$ cat src/rtl/chg_pkg.sv
package chg_pkg;
  typedef enum logic [3:0] {
    PH_OFF   = 4'd0,
    PH_PREQ  = 4'd1,
    PH_CC    = 4'd2,
    PH_CV    = 4'd3,
    PH_MAINT = 4'd4,
    PH_SUSP  = 4'd5,
    PH_FAULT = 4'd6,
    PH_DIS   = 4'd7,
    PH_LDO   = 4'd8
  } phase_e;

  // flag vector bit positions
  localparam int FL_UV   = 0;
  localparam int FL_OV   = 1;
  localparam int FL_ADP  = 2;
  localparam int FL_QUAL = 3;
  localparam int FL_REG  = 4;
  localparam int FL_ILOW = 5;
  localparam int FL_RST  = 6;
  localparam int FL_TEMP = 7;
  localparam int FL_LDO  = 8;
  localparam int FL_EN   = 9;
  localparam int NFLAGS  = 10;
endpackage

$ cat src/rtl/chg_flag_sync.sv
module chg_flag_sync #(
  parameter int W     = 10,
  parameter int DEPTH = 2
) (
  input  logic         clk,
  input  logic         rst_n,
  input  logic [W-1:0] d_i,
  output logic [W-1:0] q_o
);
  for (genvar b = 0; b < W; b++) begin : g_bit
    logic [DEPTH-1:0] stg_q;
    logic [DEPTH-1:0] stg_d;
    always_comb begin
      stg_d = {stg_q[DEPTH-2:0], d_i[b]};
    end
    always_ff @(posedge clk or negedge rst_n) begin
      if (!rst_n) stg_q <= '0;
      else        stg_q <= stg_d;
    end
    assign q_o[b] = stg_q[DEPTH-1];
  end
endmodule

$ cat src/rtl/chg_safety_timer.sv
module chg_safety_timer #(
  parameter int TIMER_TICKS = 20160
) (
  input  logic clk,
  input  logic rst_n,
  input  logic run_i,
  input  logic tick_i,
  output logic expired_o
);
  localparam int CW = $clog2(TIMER_TICKS + 1);
  localparam logic [CW-1:0] TERM = CW'(TIMER_TICKS);

  logic [CW-1:0] cnt_q, cnt_d;
  logic          cnt_en;

  always_comb begin
    cnt_en = !run_i || (tick_i && (cnt_q != TERM));
    if (!run_i) cnt_d = '0;
    else        cnt_d = cnt_q + 1'b1;
  end

  always_ff @(posedge clk or negedge rst_n) begin
    if (!rst_n)      cnt_q <= '0;
    else if (cnt_en) cnt_q <= cnt_d;
  end

  assign expired_o = (cnt_q == TERM);
endmodule

$ cat src/rtl/chg_seq_fsm.sv
module chg_seq_fsm
  import chg_pkg::*;
(
  input  logic   clk,
  input  logic   rst_n,
  input  logic   pwr_ok_i,
  input  logic   en_i,
  input  logic   ldo_i,
  input  logic   temp_ok_i,
  input  logic   qual_i,
  input  logic   reg_i,
  input  logic   ilow_i,
  input  logic   rst_lvl_i,
  input  logic   tmr_exp_i,
  output phase_e phase_o,
  output logic   recharge_o
);
  phase_e st_q, st_d;
  logic   rch_q, rch_d;

  always_comb begin
    st_d  = st_q;
    rch_d = rch_q;
    if (!pwr_ok_i) begin
      st_d  = PH_OFF;
      rch_d = 1'b0;
    end else if (!en_i) begin
      st_d = PH_DIS;
    end else if (ldo_i) begin
      st_d = PH_LDO;
    end else begin
      case (st_q)
        PH_OFF:   st_d = temp_ok_i ? PH_PREQ : PH_SUSP;
        PH_PREQ:  if (!temp_ok_i) st_d = PH_SUSP;
                  else if (qual_i) st_d = PH_CC;
        PH_CC:    if (!temp_ok_i) st_d = PH_SUSP;
                  else if (tmr_exp_i) st_d = PH_FAULT;
                  else if (reg_i) st_d = PH_CV;
        PH_CV:    if (!temp_ok_i) st_d = PH_SUSP;
                  else if (ilow_i) st_d = PH_MAINT;
        PH_MAINT: if (rst_lvl_i) begin
                    st_d  = PH_PREQ;
                    rch_d = 1'b1;
                  end
        PH_SUSP:  if (temp_ok_i) st_d = PH_PREQ;
        PH_FAULT: st_d = PH_FAULT;
        PH_DIS:   st_d = PH_OFF;
        PH_LDO:   st_d = PH_OFF;
        default:  st_d = PH_OFF;
      endcase
    end
  end

  always_ff @(posedge clk or negedge rst_n) begin
    if (!rst_n) begin
      st_q  <= PH_OFF;
      rch_q <= 1'b0;
    end else begin
      st_q  <= st_d;
      rch_q <= rch_d;
    end
  end

  assign phase_o    = st_q;
  assign recharge_o = rch_q;


  pwr_loss_off_chk: assert property (@(posedge clk) disable iff (!rst_n)
    !pwr_ok_i |=> (st_q == PH_OFF && !rch_q));


  timeout_fault_chk: assert property (@(posedge clk) disable iff (!rst_n)
    (st_q == PH_CC && tmr_exp_i && pwr_ok_i && en_i && !ldo_i && temp_ok_i)
      |=> (st_q == PH_FAULT));


  timer_idle_chk: assert property (@(posedge clk) disable iff (!rst_n)
    (st_q != PH_CC) |=> !tmr_exp_i);


  fault_hold_chk: assert property (@(posedge clk) disable iff (!rst_n)
    (st_q == PH_FAULT && pwr_ok_i && en_i && !ldo_i) |=> (st_q == PH_FAULT));


  no_skip_preq_chk: assert property (@(posedge clk) disable iff (!rst_n)
    (st_q inside {PH_CC, PH_CV, PH_FAULT, PH_DIS, PH_LDO}) |=> (st_q != PH_PREQ));
endmodule

$ cat src/rtl/chg_status_enc.sv
module chg_status_enc
  import chg_pkg::*;
(
  input  phase_e phase_i,
  input  logic   recharge_i,
  output logic   iset_sel_o,
  output logic   vreg_en_o,
  output logic   red_n_o,
  output logic   grn_n_o
);
  always_comb begin
    iset_sel_o = (phase_i == PH_CC) || (phase_i == PH_CV);
    vreg_en_o  = (phase_i == PH_CV) || (phase_i == PH_LDO);
    red_n_o    = 1'b1;
    grn_n_o    = 1'b1;
    case (phase_i)
      PH_PREQ, PH_CC, PH_CV: begin
        red_n_o = recharge_i;
        grn_n_o = !recharge_i;
      end
      PH_MAINT, PH_DIS: grn_n_o = 1'b0;
      PH_SUSP, PH_FAULT: begin
        red_n_o = 1'b0;
        grn_n_o = 1'b0;
      end
      default: ;
    endcase
  end
endmodule

$ cat src/rtl/chg_seq_ctrl.sv
module chg_seq_ctrl
  import chg_pkg::*;
#(
  parameter int          CODE_W      = 4,
  parameter int          TIMER_TICKS = 20160,
  parameter int          SYNC_DEPTH  = 2,
  parameter logic [CODE_W-1:0] PRE_CODE = '1
) (
  input  logic              clk,
  input  logic              rst_n,
  input  logic              uv_ok_i,
  input  logic              ov_ok_i,
  input  logic              adp_ok_i,
  input  logic              bat_qual_i,
  input  logic              bat_reg_i,
  input  logic              i_low_i,
  input  logic              bat_rst_i,
  input  logic              temp_ok_i,
  input  logic              ldo_det_i,
  input  logic              en_i,
  input  logic              tick_i,
  input  logic [CODE_W-1:0] prog_code_i,
  output logic [3:0]        phase_o,
  output logic              iset_sel_o,
  output logic [CODE_W-1:0] iset_code_o,
  output logic              vreg_en_o,
  output logic              red_n_o,
  output logic              grn_n_o
);
  logic [NFLAGS-1:0] raw, syn;
  phase_e            phase;
  logic              recharge, tmr_exp, pwr_ok;

  always_comb begin
    raw          = '0;
    raw[FL_UV]   = uv_ok_i;
    raw[FL_OV]   = ov_ok_i;
    raw[FL_ADP]  = adp_ok_i;
    raw[FL_QUAL] = bat_qual_i;
    raw[FL_REG]  = bat_reg_i;
    raw[FL_ILOW] = i_low_i;
    raw[FL_RST]  = bat_rst_i;
    raw[FL_TEMP] = temp_ok_i;
    raw[FL_LDO]  = ldo_det_i;
    raw[FL_EN]   = en_i;
  end

  chg_flag_sync #(.W(NFLAGS), .DEPTH(SYNC_DEPTH)) u_sync (
    .clk(clk), .rst_n(rst_n), .d_i(raw), .q_o(syn)
  );

  assign pwr_ok = syn[FL_UV] & syn[FL_OV] & syn[FL_ADP];

  chg_safety_timer #(.TIMER_TICKS(TIMER_TICKS)) u_tmr (
    .clk(clk), .rst_n(rst_n), .run_i(phase == PH_CC), .tick_i(tick_i),
    .expired_o(tmr_exp)
  );

  chg_seq_fsm u_fsm (
    .clk(clk), .rst_n(rst_n), .pwr_ok_i(pwr_ok), .en_i(syn[FL_EN]),
    .ldo_i(syn[FL_LDO]), .temp_ok_i(syn[FL_TEMP]), .qual_i(syn[FL_QUAL]),
    .reg_i(syn[FL_REG]), .ilow_i(syn[FL_ILOW]), .rst_lvl_i(syn[FL_RST]),
    .tmr_exp_i(tmr_exp), .phase_o(phase), .recharge_o(recharge)
  );

  chg_status_enc u_enc (
    .phase_i(phase), .recharge_i(recharge), .iset_sel_o(iset_sel_o),
    .vreg_en_o(vreg_en_o), .red_n_o(red_n_o), .grn_n_o(grn_n_o)
  );

  assign phase_o     = phase;
  assign iset_code_o = iset_sel_o ? prog_code_i : PRE_CODE;
endmodule

$ cat config.mk
export PLATFORM = sky130hd
export DESIGN_NAME = chg_seq_ctrl
export DESIGN_NICKNAME = d
export VERILOG_FILES = /design/src/rtl/chg_pkg.sv /design/src/rtl/chg_flag_sync.sv /design/src/rtl/chg_safety_timer.sv /design/src/rtl/chg_seq_fsm.sv /design/src/rtl/chg_status_enc.sv /design/src/rtl/chg_seq_ctrl.sv
export SDC_FILE = /design/constraint.sdc
export NUM_CORES = 1
export LEC_CHECK = 0
export CAP_MARGIN = 20
export CORE_MARGIN = 5
export CORE_UTILIZATION = 49
export CTS_BUF_LIST = sky130_fd_sc_hd__clkbuf_2
export DETAILED_ROUTE_END_ITERATION = 12
export HOLD_SLACK_MARGIN = 0.12
export PLACE_DENSITY = 0.7
export SLEW_MARGIN = 20
export SYNTH_ARGS = -nofsm -noshare
export SYNTH_HDL_FRONTEND = slang
export SYNTH_SLANG_ARGS = --single-unit
$ cat constraint.sdc
create_clock -name clk -period 4.2 [get_ports clk]
set_clock_uncertainty 0.15 [all_clocks]
set_input_delay 0.42 -clock clk [delete_from_list [all_inputs] [get_ports clk]]
set_output_delay 0.42 -clock clk [all_outputs]
set_load 0.01 [all_outputs]
=== Word level (Yosys, flattened, before mapping) ===
Index checks and enable logic that the tools add are counted.

* Register bits: 40
* Bits of input ports: 17
* Output and inout bits: 12
* Logic and storage cells: 70

* Add/subtract/negate cells: 1
* Equal/unequal tests: 19
* Multiplexer cells: 23
* Bitwise gates (word level): 2
* Reductions and logical operators: 12

{| class="wikitable"
|+ Operator list
! cell !! count
|-
| $mux W4 || 13
|-
| $pmux W4 S7 || 1
|-
| $eq A4 B3 Y1 const B || 4
|-
| $add A15 B1 Y15 const B || 1
|-
| $eq A15 B15 Y1 const B || 1
|-
| $mux W15 || 1
|-
| $ne A15 B15 Y1 const B || 1
|-
| $ne A6 B6 Y1 const B || 2
|-
| $ne A5 B5 Y1 const B || 2
|-
| $eq A4 B2 Y1 const B || 2
|-
| $ne A7 B7 Y1 const B || 1
|-
| $ne A2 B2 Y1 const B || 3
|-
| $mux W1 || 5
|-
| $reduce_and A5 Y1 || 1
|-
| $eq A4 B1 Y1 const B || 1
|-
| $eq A4 B4 Y1 const B || 1
|-
| $logic_not A4 Y1 || 1
|-
| $pmux W1 S2 || 2
|-
| $reduce_and A4 Y1 || 1
|-
| $reduce_or A4 Y1 || 1
|-
| $logic_or A1 B1 Y1 || 3
|-
| $mux W3 || 1
|-
| $reduce_or A3 Y1 || 1
|-
| $and A1 B1 Y1 || 2
|-
| 4 further kinds || 5
|}

=== Depth between registers and ports, before layout ===
Gate-level depths: netlist (run 1).

* Depth after elaboration: 7
* Mapped depth: 7
* Depth with buffers taken out: 7

=== Hierarchy ===
From an unflattened synthesis (run 1), not the netlist that was laid out.

* Cell total of the unflattened synthesis: 181
* Area, all modules: 1,954.4 um^2

{| class="wikitable"
|+ By module, submodules not included
! module !! instances !! cells an instance !! area each (um^2) !! sequential area each (um^2)
|-
| chg_safety_timer || 1 || 93 || 860.8 || 375.4
|-
| chg_flag_sync || 1 || 30 || 575.6 || 500.5
|-
| chg_seq_fsm || 1 || 42 || 406.6 || 125.1
|-
| chg_status_enc || 1 || 10 || 65.1 || 0.0
|-
| chg_seq_ctrl || 1 || 6 || 46.3 || 0.0
|}

=== Worst setup path after synthesis (run 1) ===
No wires, ideal clock.

* Kind: register -> register
* From: register u_tmr.cnt_q[0]
* To: register u_fsm.st_q[0], in the netlist u_fsm.phase_o[0]
* Setup time: 125 ps
* Arrival time: 1,978 ps
* Required time: 3,925 ps
* Slack: 1,947 ps
* Stages on the path, launching flop included: 8
* Buffers on the path: 0
* Path through: dfrtp_1 -> inv_1 -> ha_1 -> or4b_4 -> nor4_4 -> nor2_1 -> a21oi_2 -> mux2_2

* Cells in the longest elaborated chain, start to end: 7
* Elaborated cells between the ends (all ways): 9
* Classes of those cells: eq/ne (2); mux (6); reduce/logical (1)

{| class="wikitable"
|+ RTL lines
! what !! RTL line !! source
|-
| start: declaration || chg_safety_timer.sv:13 || <nowiki>logic [CW-1:0] cnt_q, cnt_d;</nowiki>
|-
| start signal: assignment || chg_safety_timer.sv:24 || <nowiki>else if (cnt_en) cnt_q <= cnt_d;</nowiki>
|-
| $eq A15 B15 Y1 * || chg_safety_timer.sv:27 || <nowiki>assign expired_o = (cnt_q == TERM);</nowiki>
|-
| $mux W4 || chg_seq_fsm.sv:37 || <nowiki>else if (tmr_exp_i) st_d = PH_FAULT;</nowiki>
|-
| $mux W4 || chg_seq_fsm.sv:36 || <nowiki>PH_CC: if (!temp_ok_i) st_d = PH_SUSP;</nowiki>
|-
| $pmux W4 S7 || chg_seq_fsm.sv:32 || <nowiki>case (st_q)</nowiki>
|-
| $mux W4 || chg_seq_fsm.sv:29 || <nowiki>end else if (ldo_i) begin</nowiki>
|-
| $mux W4 || chg_seq_fsm.sv:27 || <nowiki>end else if (!en_i) begin</nowiki>
|-
| $mux W4 || chg_seq_fsm.sv:24 || <nowiki>if (!pwr_ok_i) begin</nowiki>
|-
| end signal: assignment || chg_seq_fsm.sv:59 || <nowiki>st_q <= st_d;</nowiki>
|-
| end: declaration || chg_seq_fsm.sv:18 || <nowiki>phase_e st_q, st_d;</nowiki>
|}

Mark *: on every way between the ends. The rest lies on a longest branch, timed or not.
A chain may end at the register's enable or synchronous reset.

=== Worst setup path after layout (run 1) ===
* From: register u_fsm.st_q[1], in the netlist u_fsm.phase_o[1]
* To: output iset_sel_o

* Cells in the longest elaborated chain, start to end: 2
* Elaborated cells between the ends (all ways): 3
* Classes of those cells: eq/ne (2); reduce/logical (1)

{| class="wikitable"
|+ RTL lines
! what !! RTL line !! source
|-
| $eq A4 B2 Y1 || chg_status_enc.sv:12 || <nowiki>iset_sel_o = (phase_i == PH_CC) || (phase_i == PH_CV);</nowiki>
|-
| $logic_or A1 B1 Y1 * || chg_status_enc.sv:12 ||
|-
| end: declaration || chg_seq_ctrl.sv:24 || <nowiki>output logic iset_sel_o,</nowiki>
|}

Marks and branches as above.

==> out/results.txt, run 1 <==
At the worst endpoint, the required time is 3.63 ns. Setup total negative slack on the finished layout was measured at 0 ns. Most instantiated flip-flop cell in the synthesis netlist: sky130_fd_sc_hd__dfrtp_1. The run finished with clean final reports. The core region is 0.00339 mm².

Measured along the y axis, the die boundary spans 69.7 µm. The first routing iteration left 78 violations. Of all flip-flops after synthesis, the portion carrying an async set or reset was 100%. For the worst-skew pair, the clock arrives at the later sink with an insertion delay of 0.40 ns. In the synthesized netlist, the cells that appear most often are 40 x sky130_fd_sc_hd__dfrtp_1, 21 x sky130_fd_sc_hd__nor2_1, 11 x sky130_fd_sc_hd__nand2_1, 9 x sky130_fd_sc_hd__and3_1, 8 x sky130_fd_sc_hd__nand2b_1. The run gives 0 as the number of max-cap violations. The die covers 0.00486 mm². The number of hold violations in the final report was 0; the depth of the worst register-to-register path was 7. By area the synthesized netlist is led by sky130_fd_sc_hd__dfrtp_1 57%, sky130_fd_sc_hd__nor2_1 4.5%, sky130_fd_sc_hd__xnor2_1 3.5%. The number of iterations in the first detailed-routing pass was 4. The worst setup path is captured at an output port. The worst pin sits at a relative slew slack of 44.1%. The total track usage was 14.3%. The worst hold path begins at u_sync.g_bit[2].stg_q[0]. For the number of antenna violations at the first check in global routing, the log shows 0. Setup violations remaining at the end of the flow were counted as 0. For this run, design rule violations remaining after detail routing come to 0.

Wire segments on met2 add up to 1.41 mm in the final route. Register area share after synthesis: 57.3%. Synthesis produced 157 cells. Once the floorplan was initialized, standard cells occupied 51.6% of the core. Post-CTS repair changed the size of 0 cells. Based on the critical path, the design can be clocked at up to 363 MHz. The congestion estimate from routability-driven global placement came to 0.895.

Share of cells above drive strength 1: 7.94%. The synthesized net count was 176. TritonCTS built the clock tree. Pin placement for this block handled 29 I/O pins.

The gate family responsible for the most delay along the worst path is flip-flops. Number of enable flip-flop cells after synthesis: 0. Summed over its instances, the top area cell type makes up 57.3% of the synthesized netlist area. The setup slack on the worst flop-to-flop path is 1.72 ns. For the total power after layout, the log shows 0.685 mW. The total power divided by cell area is 319 mW/mm². The half-perimeter wire length after placement was 2.23 mm. The delay contributed by the slowest stage of the critical path is 0.64 ns. Cells fill 63.2% of the core in the end.

The largest individual stage delay along the critical path comes from the cell sky130_fd_sc_hd__dfrtp_1. The setup path with the least slack is of type reg -> out. Wires add up to 3.21 mm. At the pin with the least slew margin, the transition time is 0.839 ns.

VDD sags by at most 205 µV. The register bit total from synthesis was 40. Setup repair after global routing left no endpoint under its margin. In this run the worst hold path is classified as reg -> reg. The post-route fraction of the period consumed by the critical path works out to 65.5%. STA classifies the critical path startpoint as a flop. In this run, distinct cell masters in the synthesized netlist total 38.

The detail route stage leaves a number of antenna-violating nets equal to 0. Clock-pin slew was measured on the worst setup and hold paths at 0.20 ns. 0 antenna diodes ended up in the layout.

The average wire per cell in the routed design is 13.7 µm. In this run the horizontal extent of the chip is 69.7 µm. The highest layer touched by signal routing is met4. The tools report the number of global-route vias before repair as 1188. The vias after detailed routing came out at 1240.

The synthesized area divided by synthesized cell count came out at 11.1 µm². After synthesis the cells add up to 0.00175 mm². The cell depth of the worst hold path was 0; the leakage power was 0.894 nW. The tree is rooted in a sky130_fd_sc_hd__clkbuf_2. The area growth from synthesis to layout is 22.6%. Detailed-route vias per instance: 5.28. For this run the aggregate overflow at the end of global routing stands at 0. After detailed routing, the wire length on met1 is 1.54 mm.

The dominant cell by count in the synthesized netlist is sky130_fd_sc_hd__dfrtp_1. The logs give 21 for the count of standard-cell rows and 207 for the number of nets in the layout. The logs give 40 for the number of sinks on the clock net and 0 for the warning count from the yosys run. The maximum fanout count along the critical path is 15, and the maximum number of pins on one net before global-route repair is 41.

The first global-routing pass estimated 5.53 mm of wire. The path with the worst hold slack has its endpoint at u_sync.g_bit[2].stg_q[1]. The count of buffers from port buffering works out to 28. The endpoint identified for the worst register-to-register timing path is u_fsm.phase_o[0].

The cell taking the most area after synthesis is sky130_fd_sc_hd__dfrtp_1. The logs give 0 for the number of max-slew violations in the final report and 2 for the maximum buffer depth of the clock tree. The final worst slack came out at 1.45 ns. Origin of the critical flop-to-flop path: u_tmr.cnt_q[0]. Wire segments on met3 add up to 200 µm in the final route.

The tools report the post-route cell area as 0.00214 mm². The pre-CTS worst setup slack is 1.77 ns, and the data arrival time of the critical path is 2.18 ns. Placed standard-cell area: 0.00206 mm².

The number of buffers created by CTS came out at 5. The clock tree synthesis step divided the H-tree into 2 levels. The critical path buffer and inverter count is 1. Counting I/O delays and the setup requirement, the final critical path takes 2.75 ns.

Traced cell by cell, the critical path runs through nor3b_1 -> clkdlybuf4s50_1.
-- cells by family after synthesis --
family,share of synthesized area (%)
flip-flops,57.3
XOR/XNOR,6.01
AND/OR/NAND/NOR,24.6
multiplexers,2.43
adder cells (fa/ha/maj),1.43
AO/OA/AOI/OAI,6.44
buffers and inverters,1.79
-- per-layer routing --
layer  track usage, %  vias to the layer above
met5                0                        -
met4             7.02                        0
met3             4.64                        5
met1             19.3                      586
li1                 -                      604
met2             20.6                       45
-- power breakdown --
part	switching, mW	leakage [nW]	total (mW)	internal, mW
sequential	0.00817	0.511	0.405	0.396
combinational	0.0206	0.340	0.0460	0.0254
clock	0.131	0.0431	0.234	0.103
-- state kept, by name, indices dropped and copies added, names as in the netlist --
| name | cells |
|---|---|
| u_tmr.cnt_q | 15 |
| u_sync.g_bit.stg_q | 20 |
| u_fsm.phase_o | 4 |
| u_fsm.recharge_o | 1 |
-- worst max path at each step --
stage	start	endpoint	slack (ns)	depth (start not counted)
after floorplan	u_tmr.cnt_q[0]	u_fsm.phase_o[0]	1.95	7
after global placement	u_tmr.cnt_q[0]	u_fsm.phase_o[0]	1.86	7
after detailed placement	u_tmr.cnt_q[0]	u_fsm.phase_o[0]	1.77	7
after CTS	u_fsm.phase_o[1]	iset_sel_o	1.40	2
after global routing	u_fsm.phase_o[1]	iset_code_o[1]	1.28	3
final	u_fsm.phase_o[1]	iset_sel_o	1.45	2
-- stage by stage --
step / cells / hold WS, ns
floorplan: 157 / -0.0256
global placement: 226 / 0.181
detailed placement: 226 / 0.185
CTS: 235 / 0.229
global route: 235 / 0.227
finish: 235 / 0.226
-- placed cells by master (no fill, tap or decap), drive strengths merged, types with 3 or more instances in the layout --
cell / synthesis / routed
a21oi: 5 / 5
and3: 9 / 9
and4: 4 / 4
clkbuf: 4 / 5
clkdlybuf4s50: 0 / 27
dfrtp: 40 / 40
inv: 3 / 3
nand2: 11 / 11
nand2b: 8 / 8
nand3: 6 / 6
nor2: 21 / 21
o21ai: 4 / 4
xnor2: 7 / 7
xor2: 5 / 5
-- layout make-up --
type | count | area, µm²
Tap cell | 46 | 57.6
Clock buffer | 5 | 25.0
Clock inverter | 3 | 47.5
Inverter | 3 | 11.3
Timing Repair Buffer | 29 | 285
Multi-Input combinational cell | 109 | 716
Fill cell | 259 | 1250
Sequential cell | 40 | 1000
-- repair_timing --
action / in CTS / in global routing
buffers inserted: 0 / 0
hold buffers: 1 / 0
endpoints found under the hold margin: 40 / 0
Note: power is estimated with default switching activity, not from simulation.
==> run 2: changes to the inputs <==
PLACE_DENSITY = 0.73   (was 0.7)
clock period = 2.45 ns   (was 4.2 ns; I/O delays follow)
==> run 2 against run 1 <==
Total power grew 74%. Core utilization rose by 5.5 points. Die area unchanged. Routed wire length increased by 6.5%. Sequential power grew 71%. Critical path type unchanged.
==> out/results.txt, run 2 (same netlist as run 1, synthesis figures left out) <==
The logs give 70 (-10%) for the detailed router's first-iteration violation count and 3.42 mm (+6.5%) for the final wirelength. The origin of the critical flop-to-flop path is u_tmr.cnt_q[0]. The tools report the residual DRC count as 0 (unchanged).

The tools report the number of global-route vias before repair as 1347 (+13%). The required arrival time at the worst endpoint came out at 2.06 ns (-1.57 ns). The count of standard-cell rows is 21 (unchanged). The remaining global-route overflow came out at 0 (unchanged). Walking the worst path, the cells encountered are and3_1 -> a2111o_1 -> clkdlybuf4s50_1.

The final weighted congestion in routability-driven placement is 0.811 (-9.4%), and the maximum fanout count along the critical path is 13 (-2). The min-delay analysis places its worst path in the category reg -> reg. The number of hold violations in the final report was 0 (unchanged); the fraction of power consumed by the clock network was 33.7% (-0.5 points).

The number of buffers created by CTS is 5 (unchanged), and the post-route fraction of the period consumed by the critical path is 95.9%. The full die area was 0.00486 mm² (unchanged). The run finished with clean final reports. In the layout the commonest cells are 36 x sky130_fd_sc_hd__dfrtp_1, 26 x sky130_fd_sc_hd__clkdlybuf4s50_1, 21 x sky130_fd_sc_hd__nor2_1. met2 is the most crowded layer. The average wire per cell in the routed design is 13.4 µm (-1.9%). The largest register by flop count was u_sync.g_bit.stg_q.

Maximum buffer depth of the clock tree: 2 (unchanged). The relative max-transition margin was 43.9% (-0.19 points). The delay contributed by the slowest stage of the critical path is 0.53 ns (-0.11 ns). The switching part of the total came out at 23.4% (+0.065 points).

The final-layout setup total negative slack was 0 ns (unchanged). Relative to the synthesized area, the layout overhead comes to 33.3%. The logs give 0.00233 mm² (+8.7%) for the post-route cell area and 4.64% (unchanged) for the met3 layer usage reported by global route. The run gives 41 (unchanged) as the maximum number of pins on one net before global-route repair.

Met2 usage in global routing: 24.2% (+3.6 points). The effective utilization at floorplan was 51.6% (unchanged). The clock-pin slew of the registers on the worst-case setup and hold paths was 0.20 ns (about the same); the maximum operating frequency was 426 MHz. The number of nets in the layout came out at 227 (+9.7%). The share of cells above drive strength 1 is 14.4% (+6.4 points). For this design, the slowest cell found on the critical path is sky130_fd_sc_hd__dfrtp_2.

The logs give 1341 (+8.1%) for the vias after detailed routing and 480 µV (+130%) for the worst ir drop on vdd. The pin slew with the least headroom to its limit works out to 0.842 ns (+0.00290 ns). Number of max-cap violations: 0 (unchanged). TritonCTS built the clock tree. The run gives 1.95 ns (-0.23 ns) as the data arrival time of the critical path. Global routing usage on met1: 20.6% (+1.4 points). Tracing the worst setup path back leads to its startpoint at u_fsm.phase_o[2].

Die span in x: 69.7 µm (unchanged). The worst setup path is captured at an output port. The run gives 0.914 mW (+74%) as the internal power consumption. The detailed-route vias per instance is 5.26 (-0.34%), and the power dissipated by switching net loads is 0.279 mW (+75%).

Number of fill cells: 259 (unchanged). The count of buffers from port buffering is 28 (unchanged). Number of iterations in the first detailed-routing pass: 4 (unchanged).

For the global-route wire length before repair, the log shows 6.14 mm (+11%). The worst hold margin was 0.227 ns (+0.000885 ns); the count of inserted antenna diode cells was 0 (unchanged). Antenna violation net count after detailed routing: 0 (unchanged).

Number of H-tree branching levels: 2 (unchanged). In this run the most critical hold path is launched from u_sync.g_bit[8].stg_q[0]. CTS placed an instance of sky130_fd_sc_hd__clkbuf_2 at the clock tree root. The total power divided by cell area was 512 mW/mm² (+60%); the share of power burned in registers was 58.0% (-1.1 points).

The run gives 15.7% (+1.5 points) as the total track usage. The most frequent standard cell in the layout excluding fill and tap cells was sky130_fd_sc_hd__dfrtp_1. For the standard cell core area, the log shows 0.00339 mm² (unchanged). For the number of setup violations in the final report, the log shows 0 (unchanged). The number of flip-flops under the largest register name was 20 (unchanged). The tools report the combinational fraction of design power as 8.3% (+1.6 points). The number of max-slew violations in the final report is 0 (unchanged), and the placed standard-cell area is 0.00207 mm² (+0.36%).

The number of antenna violations at the first check in global routing came out at 0 (unchanged). The clock insertion delay at the later pin of the skew report is 0.41 ns (about the same), and the number of sinks on the clock net is 40 (unchanged). The class of the most critical setup path was reg -> out. The half-perimeter wire length after placement was 2.29 mm (+2.6%). The shortest clock period the worst path allows after layout is 2.35 ns, and the leakage power is 1.00 nW (+12%).

The I/O pin count came out at 29 (unchanged). The floorplan die height came out at 69.7 µm (unchanged). STA classifies the critical path startpoint as a flop. Setup repair after global routing left no endpoint under its margin.
==> run 2: cell count changes in the layout (fill, tap and decap cells not counted) <==
cell	change
sky130_fd_sc_hd__clkinv_4	-2
sky130_fd_sc_hd__nor3b_2	+1
sky130_fd_sc_hd__nor3b_1	-1
sky130_fd_sc_hd__dfrtp_1	-4
sky130_fd_sc_hd__dlymetal6s2s_1	+1
sky130_fd_sc_hd__buf_4	+10
sky130_fd_sc_hd__dfrtp_2	+4
sky130_fd_sc_hd__clkdlybuf4s50_1	-1
sky130_fd_sc_hd__dlygate4sd3_1	+10
sky130_fd_sc_hd__clkinvlp_4	+1
sky130_fd_sc_hd__inv_6	+1
==> run 2: path summary, 6_finish.rpt <==
check	end	slack, ns	cells past startpoint
worst max-delay path	red_n_o	0.10	3
worst min-delay path	u_sync.g_bit[8].stg_q[1]	0.23	0
worst max register to register	u_fsm.phase_o[1]	0.15	7
worst min register to register	u_sync.g_bit[8].stg_q[1]	0.23	0
max in group asynchronous	u_fsm.phase_o[2]	1.28	2
min in group asynchronous	u_sync.g_bit[2].stg_q[0]	0.29	2
==> run 2: metal layers <==
metal	share of wire, %	vias up
li1	-	646
met1	46	645
met2	46	45
met3	6.2	5
met4	1.5	0
met5	0	-
==> run 2: layout make-up <==
type	count	area (µm²)	share of cell area (%)
Multi-Input combinational cell	109	721	30.9
Sequential cell	40	1010	43.2
Clock inverter	3	46.3	1.99
Tap cell	46	57.6	2.47
Timing Repair Buffer	49	463	19.9
Clock buffer	5	25.0	1.07
Inverter	3	11.3	0.483
==> run 2: power by group through the flow <==
stage | Combinational (mW) | Sequential (mW) | Clock (mW)
2_1_floorplan | 0.0290 | 0.700 | 0
3_3_place_gp | 0.0778 | 0.704 | 0
3_5_place_dp | 0.0792 | 0.705 | 0
4_1_cts | 0.101 | 0.692 | 0.416
5_1_grt | 0.110 | 0.695 | 0.444
6_report | 0.0995 | 0.692 | 0.402
==> run 2: repair_timing <==
item	4_1_cts	5_1_grt
hold buffers	11	0
hold endpoints to repair	50	0
buffers inserted	6	3
gates resized for setup	4	2
pin swaps	0	1
endpoints found under the setup margin	7	4
==> run 2: per-stage QoR <==
step                      worst slack, ns  power, mW  std cells  utilization, %
after floorplan                     0.197      0.729        157               -
after global placement              0.138      0.782        227            61.0
after detailed placement           0.0332      0.785        227            61.0
after CTS                        0.000966       1.21        252            68.0
after global routing              0.00644       1.25        255            68.7
final                               0.100       1.19        255            68.7
==> run 2: worst max-delay path, delay by kind of cell, from the launching register on <==
kind / cells / cell delay (ns)
DFF: 1 / 0.53
buffers and inverters: 1 / 0.49
AOI/OAI and AO/OA: 1 / 0.38
and+or+nand+nor: 1 / 0.17
==> run 3: changes to the inputs <==
CAP_MARGIN = default   (was 20)
==> results of run 3 <==
The final DEF is identical to that of run 2; final timing and power are the same.
